$ cat config.mk
export PLATFORM = sky130hd
export DESIGN_NAME = msi_sender
export DESIGN_NICKNAME = d
export VERILOG_FILES = /design/src/rtl/msi_pkg.sv /design/src/rtl/msi_regs.sv /design/src/rtl/msi_pending.sv /design/src/rtl/msi_sender.sv
export SDC_FILE = /design/constraint.sdc
export NUM_CORES = 1
export LEC_CHECK = 0
export BUFFER_PORTS_ARGS = -buffer_cell sky130_fd_sc_hd__buf_4
export CAP_MARGIN = 25
export CORE_MARGIN = 2
export CORE_UTILIZATION = 55
export CTS_CLUSTER_SIZE = 14
export DETAILED_ROUTE_END_ITERATION = 7
export GPL_ROUTABILITY_DRIVEN = 0
export PLACE_DENSITY = 0.83
export SETUP_SLACK_MARGIN = 0.4
export SLEW_MARGIN = 15
export SYNTH_ARGS = -nofsm -noshare
export SYNTH_HDL_FRONTEND = slang
export SYNTH_SLANG_ARGS = --single-unit
export TNS_END_PERCENT = 10
$ cat constraint.sdc
create_clock -name clk -period 4.7 [get_ports clk]
set_clock_uncertainty 0.15 [all_clocks]
set_input_delay 0.94 -clock clk [delete_from_list [all_inputs] [get_ports clk]]
set_output_delay 0.94 -clock clk [all_outputs]
set_load 0.05 [all_outputs]
$ cat src/rtl/msi_pkg.sv
package msi_pkg;

    typedef enum logic [1:0] {
        SEL_CTRL = 2'd0,
        SEL_ALO  = 2'd1,
        SEL_AHI  = 2'd2,
        SEL_DATA = 2'd3
    } sel_e;

    typedef enum logic {
        ST_IDLE = 1'b0,
        ST_SEND = 1'b1
    } st_e;

    localparam logic [11:0] HOST_WINDOW = 12'hFEE;

    // Address in the host interrupt window, destination in bits 19:12.
    function automatic logic [31:0] host_addr(input logic [7:0] dest);
        return {HOST_WINDOW, dest, 12'h000};
    endfunction

    // Edge trigger (bit 15 = 0), assert (bit 14 = 1), fixed delivery (10:8 = 0).
    function automatic logic [15:0] host_data(input logic [7:0] vec);
        return {1'b0, 1'b1, 3'b000, 3'b000, vec};
    endfunction

endpackage

$ cat src/rtl/msi_regs.sv
module msi_regs
    import msi_pkg::*;
#(
    parameter int CAP_LOG2 = 3
) (
    input  logic        clk,
    input  logic        rst_n,
    input  logic        cfg_we,
    input  logic [1:0]  cfg_sel,
    input  logic [31:0] cfg_wdata,
    output logic [31:0] cfg_rdata,
    input  logic        comp_go,
    input  logic [7:0]  comp_dest,
    input  logic [7:0]  comp_vec,
    output logic        en,
    output logic [2:0]  mme,
    output logic [31:0] addr_lo,
    output logic [31:0] addr_hi,
    output logic [15:0] data
);
    localparam logic [2:0] CAP = 3'(CAP_LOG2);

    sel_e sel;
    logic unused_wbits;

    assign sel = sel_e'(cfg_sel);
    assign unused_wbits = ^{cfg_wdata[31:16], cfg_wdata[15:7], cfg_wdata[3:1]};

    always_ff @(posedge clk) begin
        if (!rst_n) begin
            en      <= 1'b0;
            mme     <= 3'd0;
            addr_lo <= '0;
            addr_hi <= '0;
            data    <= '0;
        end else if (comp_go) begin
            addr_lo <= host_addr(comp_dest);
            addr_hi <= '0;
            data    <= host_data(comp_vec);
        end else if (cfg_we) begin
            unique case (sel)
                SEL_CTRL: begin
                    en  <= cfg_wdata[0];
                    mme <= cfg_wdata[6:4];
                end
                SEL_ALO:  addr_lo <= cfg_wdata;
                SEL_AHI:  addr_hi <= cfg_wdata;
                SEL_DATA: data    <= cfg_wdata[15:0];
            endcase
        end
    end

    always_comb begin
        unique case (sel)
            SEL_CTRL: cfg_rdata = {24'h0, 1'b1, mme, CAP, en};
            SEL_ALO:  cfg_rdata = addr_lo;
            SEL_AHI:  cfg_rdata = addr_hi;
            SEL_DATA: cfg_rdata = {16'h0, data};
        endcase
    end

endmodule

$ cat src/rtl/msi_pending.sv
module msi_pending #(
    parameter int NEV  = 8,
    parameter int IDXW = $clog2(NEV)
) (
    input  logic            clk,
    input  logic            rst_n,
    input  logic [NEV-1:0]  ev,
    input  logic            take,
    output logic            any,
    output logic [IDXW-1:0] idx
);
    logic [NEV-1:0] pend;
    logic [NEV-1:0] clr;

    always_comb begin
        idx = '0;
        for (int i = NEV - 1; i >= 0; i--) begin
            if (pend[i]) idx = IDXW'(i);
        end
    end

    assign any = |pend;

    generate
        for (genvar g = 0; g < NEV; g++) begin : g_clr
            assign clr[g] = take && (idx == IDXW'(g));
        end
    endgenerate

    // A new event wins over the clear of the bit being taken.
    always_ff @(posedge clk) begin
        if (!rst_n) pend <= '0;
        else        pend <= (pend & ~clr) | ev;
    end

endmodule

$ cat src/rtl/msi_sender.sv
module msi_sender
    import msi_pkg::*;
#(
    parameter int NEV = 8
) (
    input  logic           clk,
    input  logic           rst_n,
    input  logic           cfg_we,
    input  logic [1:0]     cfg_sel,
    input  logic [31:0]    cfg_wdata,
    output logic [31:0]    cfg_rdata,
    input  logic           comp_go,
    input  logic [7:0]     comp_dest,
    input  logic [7:0]     comp_vec,
    input  logic [NEV-1:0] ev_in,
    output logic           wr_valid,
    input  logic           wr_ready,
    output logic [63:0]    wr_addr,
    output logic [31:0]    wr_data
);
    localparam int IDXW = (NEV > 1) ? $clog2(NEV) : 1;

    logic            en;
    logic [2:0]      mme;
    logic [31:0]     addr_lo, addr_hi;
    logic [15:0]     data;
    logic            any, take;
    logic [IDXW-1:0] idx;
    logic [15:0]     fold_mask, idx_ext, next_data;
    st_e             state, state_n;

    msi_regs #(.CAP_LOG2(IDXW)) u_regs (
        .clk, .rst_n, .cfg_we, .cfg_sel, .cfg_wdata, .cfg_rdata,
        .comp_go, .comp_dest, .comp_vec,
        .en, .mme, .addr_lo, .addr_hi, .data
    );

    msi_pending #(.NEV(NEV), .IDXW(IDXW)) u_pend (
        .clk, .rst_n, .ev(ev_in), .take, .any, .idx
    );

    assign fold_mask = (16'd1 << mme) - 16'd1;
    assign idx_ext   = 16'(idx);
    assign next_data = (data & ~fold_mask) | (idx_ext & fold_mask);

    always_ff @(posedge clk) begin
        if (!rst_n) state <= ST_IDLE;
        else        state <= state_n;
    end

    always_comb begin
        state_n = state;
        unique case (state)
            ST_IDLE: if (en && any) state_n = ST_SEND;
            ST_SEND: if (wr_ready)  state_n = ST_IDLE;
        endcase
    end

    always_comb begin
        wr_valid = (state == ST_SEND);
        take     = (state == ST_IDLE) && en && any;
    end

    always_ff @(posedge clk) begin
        if (!rst_n) begin
            wr_addr <= '0;
            wr_data <= '0;
        end else if (take) begin
            wr_addr <= {addr_hi, addr_lo};
            wr_data <= {16'h0, next_data};
        end
    end

endmodule

# After elaboration in Yosys (flattened, before gate mapping)
# Cells that the tools add are included.
# totals
ff_bits	173
in_bits	63
output_inout_bits	129
elab_cells	75
# op_classes
addsub	1
n_eq_ne	10
n_shift	1
muxes	18
bitwise_logic	10
reduce_logical	24
# op_table
operator	n
$pmux W32 S4	1
$mux W32	3
$mux W15	3
$mux W3	8
$and A16 B16 Y16	1
$and A3 B16 Y16	1
$not A16 Y16	1
$or A16 B16 Y16	1
$shl A1 B3 Y16 const A	1
$sub A16 B1 Y16 const B	1
$eq A3 B3 Y1 const B	4
$logic_and A1 B1 Y1	11
$reduce_and A2 Y1	5
$and A8 B8 Y8	1
$not A8 Y8	1
$or A8 B8 Y8	1
$reduce_or A8 Y1	1
$eq A3 B2 Y1 const B	2
$reduce_bool A2 Y1	3
$eq A2 B2 Y1 const B	2
$eq A3 B1 Y1 const B	1
$logic_not A3 Y1	1
$not A1 Y1	3
$reduce_and A3 Y1	1
other kinds (5)	6

# Logic depth before layout (Yosys ltp)
# Gate-level depths: netlist of the first run.
# depth
word_depth	13
depth_mapped	8
mapped_depth_nobuf	7

# Modules after synthesis
# From an unflattened synthesis of the first run, not the netlist that was laid out.
# hier_totals
cells_unflattened	876
hier_area_um2	7313.3
# modules_own_cells
module	instances	cells_per_inst	area_each_um2	seq_area_each_um2
msi_regs	1	446	3664.8	1681.6
msi_sender	1	385	3261.9	1621.6
msi_pending	1	45	386.6	160.2

# Worst setup path after synthesis of the first run
# OpenSTA, ideal clock, no wires.
# synth_timing
kind	in2out
from	input cfg_sel[1]
to	output cfg_rdata[1]
arrival_ps	2324
t_required_ps	3610
slack_ps	1286
stages	4
path_buffers	2
cell_sequence	buf_2 buf_2 mux2i_1 a21oi_1
# synth_between
elab_chain_len	2
word_cells_on_any_way	5
classes_between	eq/ne (3); mux (1); reduce/logical (1)
# synth_lines
element	line_no	text
from (decl)	msi_sender.sv:9	input logic [1:0] cfg_sel,
$eq A2 B2 Y1, or another cell as far along	msi_regs.sv:54	unique case (sel)
$pmux W32 S4 *	msi_regs.sv:54	
to (decl)	msi_sender.sv:11	output logic [31:0] cfg_rdata,
# Mark *: on every way between the ends. The rest lies on a longest branch, timed or not.

# Worst setup path in the final report of the first run
# layout_timing
from	input cfg_sel[1]
to	output cfg_rdata[26]
# The elaborated chain is that of the path after synthesis.

==> results of run 1 <==
[final timing paths]
check / endpoint / startpoint / depth (start not counted) / slack [ps]
setup / recovery: cfg_rdata[26] / cfg_sel[1] / 5 / 1210
hold reg to reg: wr_data[12] / wr_data[12] / 2 / 300
setup reg to reg: wr_addr[44] / u_pend.pend[1] / 6 / 2390
hold / removal: wr_data[12] / wr_data[12] / 2 / 300
[final cells by class]
type	count	area (sq um)	share of cell area, %
timing repair buffer	187	1470	15.6
tap	176	220	2.34
sequential	173	3460	36.8
multi-input combinational	621	3560	37.9
clock buffer	18	439	4.67
clock inverter	12	219	2.33
inverter	8	30.0	0.319
[per-layer routing]
| layer | global-route usage [%] | up-vias |
|---|---|---|
| li1 | - | 3151 |
| met1 | 39.2 | 3050 |
| met2 | 41.7 | 281 |
| met3 | 6.51 | 44 |
| met4 | 12.6 | 0 |
| met5 | 0 | - |
[sequential cells by signal, indices dropped and copies added, names as in the netlist]
| name | flops |
|---|---|
| u_regs.mme | 3 |
| wr_data | 16 |
| u_regs.en | 1 |
| u_pend.pend | 8 |
| u_regs.data | 16 |
| u_regs.addr_lo | 32 |
| u_regs.addr_hi | 32 |
| wr_valid | 1 |
| wr_addr | 64 |
[cell families (layout without fill, tap and decap cells)]
group,after synthesis,in the layout
buffers and inverters,90,225
DFF,173,173
and+or+nand+nor,337,337
other,1,16
xor gates and xnor gates,1,1
muxes,46,46
adders and majority gates,2,2
AOI/OAI and AO/OA,219,219
[cell usage in the layout, fill, tap and decap left out, types with 2 or more instances in the layout]
cell type	count
nand3_1	6
o211ai_1	3
clkbuf_16	17
and3_1	2
buf_4	182
nor3b_1	3
ha_1	2
o21ai_0	26
and2_1	19
dfxtp_1	173
nor4_4	2
a21boi_1	6
conb_1	16
mux4_2	4
nand2_1	268
mux2_2	19
mux2i_1	23
o21a_1	15
nor2b_1	7
a31oi_1	2
buf_12	3
a21oi_1	64
a22o_1	25
nand3b_1	6
nand2b_1	4
bufinv_16	6
clkinvlp_4	2
a21boi_0	70
nor2_1	12
clkinv_2	3
inv_1	8
[tightest hold or removal path: stages, from the launching register on]
cell and delay (ps):
dfxtp_1 310, nand2_1 50, a21boi_1 50
[per-stage QoR]
step                      hold WS [ps]  utilization [%]  cell area [sq um]
after global routing               333             71.3               9400
after CTS                          306             71.1               9380
after global placement             292             65.7               8660
after detailed placement           297             66.1               8720
final                              304             71.3               9400
after floorplan                    296                -               7470
[power breakdown]
part	internal, mW	switching (mW)	total [mW]
logic	0.127	0.206	0.333
clock network	1.00	0.566	1.57
registers	1.50	0.0326	1.53
==> impl_metrics.yaml, run 1 <==
outcome:
  outcome: "complete, no violations"
layout:
  area_growth_pct: 26.9
  diodes: 0
  fill_cells: 1059
  final_cells: 1195
  drive_gt1_share_pct: 24.4
  finalNetCount: 1073
power:
  p_leak_nw: 3.74
  ir_drop_mv: 0.289
  powerDensity_mw_per_mm2: 365
  power_mw: 3.43
clock_network:
  cts.repair.resized: 0
  tritoncts: "yes"
  cts.clk_slew.worst_paths_ps: 60
  ctsHoldBuffers: 0
  cts_buffers: 17
  clockBufferDepth: 2
  root_buffer: "clkbuf_16"
  cts_num_sinks: 173
  ctsHtreeMaxLevel: 4
  post_cts_buffers: 0
  clk-insertion-delay-late_ps: 430
placement:
  dp_hpwl_mm: 14.0
  io_buffers: 175
  place_inst: 1164
  dp_slack_ps: 1230
timing:
  setup_viol_count_final: 0
  min_period_ps: 3490
  timing.final.ws_setup_ps: 1210
  worst_pin_slew_ps: 962
  fmax_mhz: 287
  rsz0062_at_grt: "false"
  finalMaxSlewViolations: 0
  maxSlewHeadroom_pct: 35.9
  setup_tns_ps: 0
  layout_worst_path_cycle_share_pct: 74.2
  final-hold-violation-count: 0
logic_synthesis:
  synth_xor_xnor_area_share_pct: 0.118
  synthCells: 869
  synthMuxAreaShare_pct: 7.21
  yosysTopAreaCell: "dfxtp_1"
  yosys.area_share.adder_pct: 0.338
  ys_top_cells_by_count: "nand2_1, dfxtp_1, a21boi_0, a21oi_1, clkbuf_1"
  ys.flop_type: "dfxtp_1"
  seq_area_frac_synth_pct: 46.7
  yosys.cell_count.top_type: "nand2_1"
  netlist_top_cells_area: "dfxtp_1, nand2_1, a21boi_0, a21oi_1, mux2i_1"
  yosysWarnings: 0
  yosysUniqueCellTypes: 45
  synth-edff-count: 0
  async_flop_share_pct: 0
  synth_top_area_share_pct: 46.7
  synth-compound-area-share_pct: 19.7
  synth_area_per_cell_sq_um: 8.53
  synth_top_family_by_area: "simple AND/OR/NAND/NOR gates"
  syn_area_sq_mm: 0.00741
  ys_seq_elements: 173
  yosys.area_share.simple_pct: 19.7
grt:
  grt_max_degree: 113
  grt_usage_pct: 28.2
  antenna_found_initial: 0
  grt_overflow_total: 0
  grt_pass1_vias: 6058
  grt_pass1_wl_mm: 31.7
worst_setup_path:
  cp-end-kind: "primary output"
  crit_required_ps: 3610
  startpoint_type: "primary input"
  critPathTopFamily: "buffers and inverters"
  crit_buf_inv: 3
  cp_slowest_cell: "nor2b_2"
  worstPathMaxFanout: 23
  cp_common_cell: "buf_4"
  critPathKind: "in2out"
  crit_chain: "buf_4, nor2b_2, buf_4, a22o_1, buf_4"
  arrival_ps: 2400
  cp_slowest_stage_delay_ps: 390
routing:
  first_iter_violations: 555
  firstDrtPassIters: 5
  dr_wl_met2_mm: 9.17
  dr_wl_met3_mm: 1.57
  wl_mm: 20.3
  top_layer_used: "met4"
  wire_per_inst_microns: 17.0
  drc: 0
  antenna_left: 0
  via_per_inst: 5.46
  wl_met1_mm: 8.97
  num_vias: 6526
die:
  num_io_pins: 192
  die_area_sq_mm: 0.0144
  fp.coreArea_sq_mm: 0.0132
  initial_utilization_pct: 56.2
  die_w_microns: 120
  fp-row-count: 42
  die_y_microns: 120
min_path:
  hold_path_class: "reg2reg"
job:
  drv_cap: 0
Power figures use the tool's default switching activity.
==> run 2, diff against run 1 <==
Settings changed: CORE_UTILIZATION 55 to 53, PLACE_DENSITY 0.83 to 0.8.
Clock period 4.7 ns to 3.6 ns, I/O delays scaled along.
==> run 2 against run 1 <==
- global-route usage shrank 0.76 points
- worst setup slack got worse by 410 ps
- sequential power increased by 31%
- largest power group is now registers
==> impl_metrics.yaml, run 2 (same netlist as run 1, synthesis figures left out) <==
routing:
  drc: 0
  firstDrtPassIters: 5
  antenna_left: 0
  first_iter_violations: 532
  via_per_inst: 5.34
  wire_per_inst_microns: 17.0
  wl_mm: 20.4
  num_vias: 6424
timing:
  timing.final.ws_setup_ps: 809
  rsz0062_at_grt: "false"
  layout_worst_path_cycle_share_pct: 77.5
  finalMaxSlewViolations: 0
  fmax_mhz: 358
  setup_tns_ps: 0
  min_period_ps: 2790
  final-hold-violation-count: 0
  worst_pin_slew_ps: 923
  maxSlewHeadroom_pct: 38.4
  setup_viol_count_final: 0
  fin_hold_ws_ps: 301
grt:
  antenna_found_initial: 0
  gr-usage-met2_pct: 41.1
  grt_most_used_layer: "met2"
  use_met1_pct: 37.5
  grt_usage_pct: 27.4
  grt_max_degree: 78
  grt_pass1_vias: 5909
  grt_overflow_total: 0
  grt_pass1_wl_mm: 31.7
  use_met3_pct: 7.85
clock_network:
  root_buffer: "clkbuf_16"
  cts_num_sinks: 173
  post_cts_buffers: 0
  cts.clk_slew.worst_paths_ps: 60
  ctsHoldBuffers: 0
  tritoncts: "yes"
  cts.repair.resized: 0
  cts_buffers: 17
  ctsHtreeMaxLevel: 4
  clk-insertion-delay-late_ps: 430
  clockBufferDepth: 2
worst_setup_path:
  startpoint_type: "primary input"
  arrival_ps: 1920
  cp-end-kind: "primary output"
  r2r-start: "u_pend.pend[1]"
  crit_required_ps: 2730
  worstPathMaxFanout: 23
  critPathLaunch: "cfg_sel[1]"
  critPathKind: "in2out"
min_path:
  hold_path_class: "reg2reg"
  hold_path_startpoint: "wr_data[14]"
power:
  powerDensity_mw_per_mm2: 458
  p_leak_nw: 3.71
  ir_drop_mv: 0.365
layout:
  final_cell_mix: "nand2_1, buf_4, dfxtp_1"
  multi_input_area_sq_mm: 0.00356
  top_register: "wr_addr"
  drive_gt1_share_pct: 24.2
  reg_top3: "wr_addr x64, u_regs.addr_hi x32, u_regs.addr_lo x32"
  fill_cells: 1161
  finalInstanceArea_sq_mm: 0.00933
  largest_reg_flops: 64
  final_common_cell: "nand2_1"
  final_cells: 1202
  finalNetCount: 1075
  diodes: 0
  area_growth_pct: 25.9
  regArea_sq_mm: 0.00346
placement:
  dp_slack_ps: 791
  dp_hpwl_mm: 13.9
  dpl-instance-area_sq_mm: 0.00875
  place_inst: 1171
  io_buffers: 175
outcome:
  outcome: "complete, no violations"
die:
  num_io_pins: 192
  fp.coreArea_sq_mm: 0.0138
  die_area_sq_mm: 0.0149
  die_y_microns: 122
  initial_utilization_pct: 53.8
  fp-row-count: 43
  die_w_microns: 122
job:
  drv_cap: 0
[run 2: changes by cell type in the layout (fill, tap and decap cells not counted)]
cell	previous run	this run
buf_4	182	185
buf_12	3	4
buf_16	1	0
clkbuf_8	1	2
buf_8	1	0
clkinv_4	1	0
bufinv_16	6	3
clkbuf_1	0	5
clkinvlp_4	2	1
[run 2: area by class of cell]
class / count / area share, %
multi-input cells: 621 / 38.2
flip-flops and latches: 173 / 37.1
repair buffers: 189 / 15.7
clock buffers: 24 / 5.05
well taps: 180 / 2.41
clock inverters: 7 / 1.21
inverters: 8 / 0.322
[run 2: layer usage]
metal / vias up / wire, microns
met5: - / 0
met3: 35 / 1700
met4: 0 / 516
met2: 266 / 9150
li1: 3163 / -
met1: 2960 / 9070
[run 2: worst max-delay path, stage by stage]
cell and delay [ps]:
buf_4 300, nor2b_2 220, buf_4 260, a22o_1 200
buf_4 200
[run 2: path summary, 6_finish.rpt]
check	end	slack [ps]	cells after the start
setup / recovery	cfg_rdata[18]	810	5
hold / removal	wr_data[14]	300	2
setup reg to reg	wr_addr[54]	1260	5
hold reg to reg	wr_data[14]	300	2
[run 2: report_power, final]
part / internal (mW) / switching, mW
sequential: 1.95 / 0.0417
clock: 1.12 / 0.726
combinational: 0.165 / 0.270
[run 2: per-stage QoR]
step	total power [mW]	utilization (%)
after floorplan	2.33	-
after global placement	2.46	63.5
after detailed placement	2.47	63.5
after CTS	4.29	67.8
after global routing	4.41	67.8
final	4.28	67.8
==> run 3, diff against run 2 <==
Settings changed: ABC_AREA set to 1, CORE_UTILIZATION 53 to 47, PLACE_DENSITY 0.8 to 0.76.
Clock period 3.6 ns to 2.3 ns, I/O delays scaled along.
==> run 3 against run 2 <==
- global-route usage decreased by 0.70 points
- wire length rose by 4.8%
- worst setup slack worse by 530 ps
- via count rose by 4.9%
- design area grew 2.3%
- largest cell class is now flip-flops and latches
- highest routed layer unchanged
==> impl_metrics.yaml, run 3 <==
layout:
  multi_input_area_sq_mm: 0.00310
  regArea_sq_mm: 0.00347
  area_growth_pct: 35.3
  final_cells: 1241
  finalNetCount: 1109
  reg_top3: "wr_addr x64, u_regs.addr_hi x32, u_regs.addr_lo x32"
  largest_reg_flops: 64
  drive_gt1_share_pct: 29.1
  fill_cells: 1203
  diodes: 0
  final_cell_mix: "buf_4, dfxtp_1, a21oi_1"
  finalInstanceArea_sq_mm: 0.00954
  final_util_pct: 65.4
  top_register: "wr_addr"
worst_setup_path:
  cp-end-kind: "primary output"
  cp_common_cell: "buf_6"
  arrival_ps: 1410
  critPathKind: "in2out"
  startpoint_type: "primary input"
  crit_required_ps: 1690
  cp_slowest_stage_delay_ps: 180
  crit_chain: "buf_12, inv_12, nor2_8, buf_6, buf_4, nand2_1, o221ai_2, buf_6"
  worstPathMaxFanout: 6
  cp_slowest_cell: "buf_6"
die:
  die_y_microns: 127
  die_area_sq_mm: 0.0160
  fp-row-count: 44
  fp.coreArea_sq_mm: 0.0146
  die_w_microns: 127
  num_io_pins: 192
  initial_utilization_pct: 48.3
logic_synthesis:
  seq_area_frac_synth_pct: 49.1
  yosysWarnings: 0
  ys_seq_elements: 173
  synthCells: 877
  yosysUniqueCellTypes: 36
  syn_area_sq_mm: 0.00705
  ys.flop_type: "dfxtp_1"
  synth-edff-count: 0
  yosys.cell_count.top_type: "dfxtp_1"
  netlist_top_cells_area: "dfxtp_1, a21oi_1, nand2_1, o21ai_0, nor2_1"
  yosysTopAreaCell: "dfxtp_1"
  synth_area_per_cell_sq_um: 8.04
  async_flop_share_pct: 0
  ys_top_cells_by_count: "dfxtp_1, a21oi_1, nand2_1, nor2_1, inv_1"
  synth_top_area_share_pct: 49.1
placement:
  dpl-instance-area_sq_mm: 0.00857
  place_inst: 1197
  dp_slack_ps: 110
  dp_hpwl_mm: 14.6
  io_buffers: 175
clock_network:
  clockBufferDepth: 2
  clk-insertion-delay-late_ps: 430
  ctsHoldBuffers: 0
  cts_buffers: 17
  cts_num_sinks: 173
  cts.clk_slew.worst_paths_ps: 60
  root_buffer: "clkbuf_16"
  tritoncts: "yes"
  ctsHtreeMaxLevel: 4
timing:
  worst_pin_slew_ps: 944
  rsz0062_at_grt: "true"
  finalMaxSlewViolations: 0
  min_period_ps: 2020
  fmax_mhz: 496
  final-hold-violation-count: 0
  maxSlewHeadroom_pct: 37.1
  layout_worst_path_cycle_share_pct: 87.7
  setup_tns_ps: 0
  timing.final.ws_setup_ps: 283
  setup_viol_count_final: 0
job:
  drv_cap: 0
power:
  p_leak_nw: 3.94
  ir_drop_mv: 0.521
  powerDensity_mw_per_mm2: 772
min_path:
  hold_path_class: "in2reg"
routing:
  dr_wl_met3_mm: 1.76
  first_iter_violations: 492
  wire_per_inst_microns: 17.3
  antenna_left: 0
  drc: 0
  num_vias: 6740
  wl_met1_mm: 8.69
  via_per_inst: 5.43
  firstDrtPassIters: 5
  top_layer_used: "met4"
  wl_mm: 21.4
  dr_wl_met2_mm: 10.1
outcome:
  outcome: "complete, no violations"
grt:
  grt_pass1_wl_mm: 33.7
  antenna_found_initial: 0
  grt_pass1_vias: 6328
  grt_max_degree: 79
  grt_usage_pct: 26.7
  grt_overflow_total: 0
-- run 3: worst max-delay path: cells and delay by family --
kind | cells | cell delay, ps
AO/OA/AOI/OAI | 1 | 90
buffers and inverters | 5 | 600
AND/OR/NAND/NOR | 2 | 240
-- run 3: final cells by class --
cell class              count  area share [%]
clock buffers              23            5.11
flip-flops and latches    173            36.3
clock inverters             9            1.40
repair buffers            204            18.1
repair inverters            1          0.0656
inverters                  90            4.10
well taps                 184            2.41
multi-input cells         557            32.5
-- run 3: cells by family (layout without fill, tap and decap cells) --
| logic type | after synthesis | count (layout) | share of synthesized area, % |
|---|---|---|---|
| compound gates | 317 | 317 | 25.4 |
| other cells | 1 | 16 | 0.0532 |
| buf+inv | 162 | 327 | 10.9 |
| simple gates | 221 | 221 | 14.0 |
| fa+ha+maj | 2 | 2 | 0.355 |
| flops | 173 | 173 | 49.1 |
| xor+xnor | 1 | 1 | 0.124 |
-- run 3: path summary, 6_finish.rpt --
check | startpoint | slack [ps] | end | depth (start not counted)
worst min-delay path | ev_in[7] | 80 | u_pend.pend[7] | 3
worst min register to register | wr_data[2] | 310 | wr_data[2] | 2
worst max register to register | u_pend.pend[6] | 520 | wr_addr[19] | 7
worst max-delay path | cfg_sel[0] | 280 | cfg_rdata[13] | 8
-- run 3: report_power, final --
| group | total (mW) | internal [mW] | switching (mW) | leakage [nW] |
|---|---|---|---|---|
| sequential | 3.20 | 3.12 | 0.0729 | 1.41 |
| clock | 3.00 | 1.83 | 1.18 | 0.303 |
| combinational | 1.17 | 0.377 | 0.795 | 2.22 |
| total | 7.37 | 5.33 | 2.05 | 3.94 |
-- run 3: per-stage QoR --
step / power, mW / hold slack [ps]
after floorplan: 4.02 / 296
after CTS: 7.39 / 76.2
final: 7.37 / 82.8
after detailed placement: 4.36 / 307
after global routing: 7.61 / 84.9
after global placement: 4.34 / 303
-- run 3: layer usage --
metal,GRT usage [%],vias up
met1,33.2,3132
met4,12.3,0
met5,0,-
met2,43.5,286
li1,-,3274
met3,7.25,48
-- run 3: repair_timing --
action	4_1_cts	5_1_grt
pin swaps	4	2
gates resized for setup	45	12
setup endpoints to repair	32	81
cloned	2	0
buffers inserted	10	0
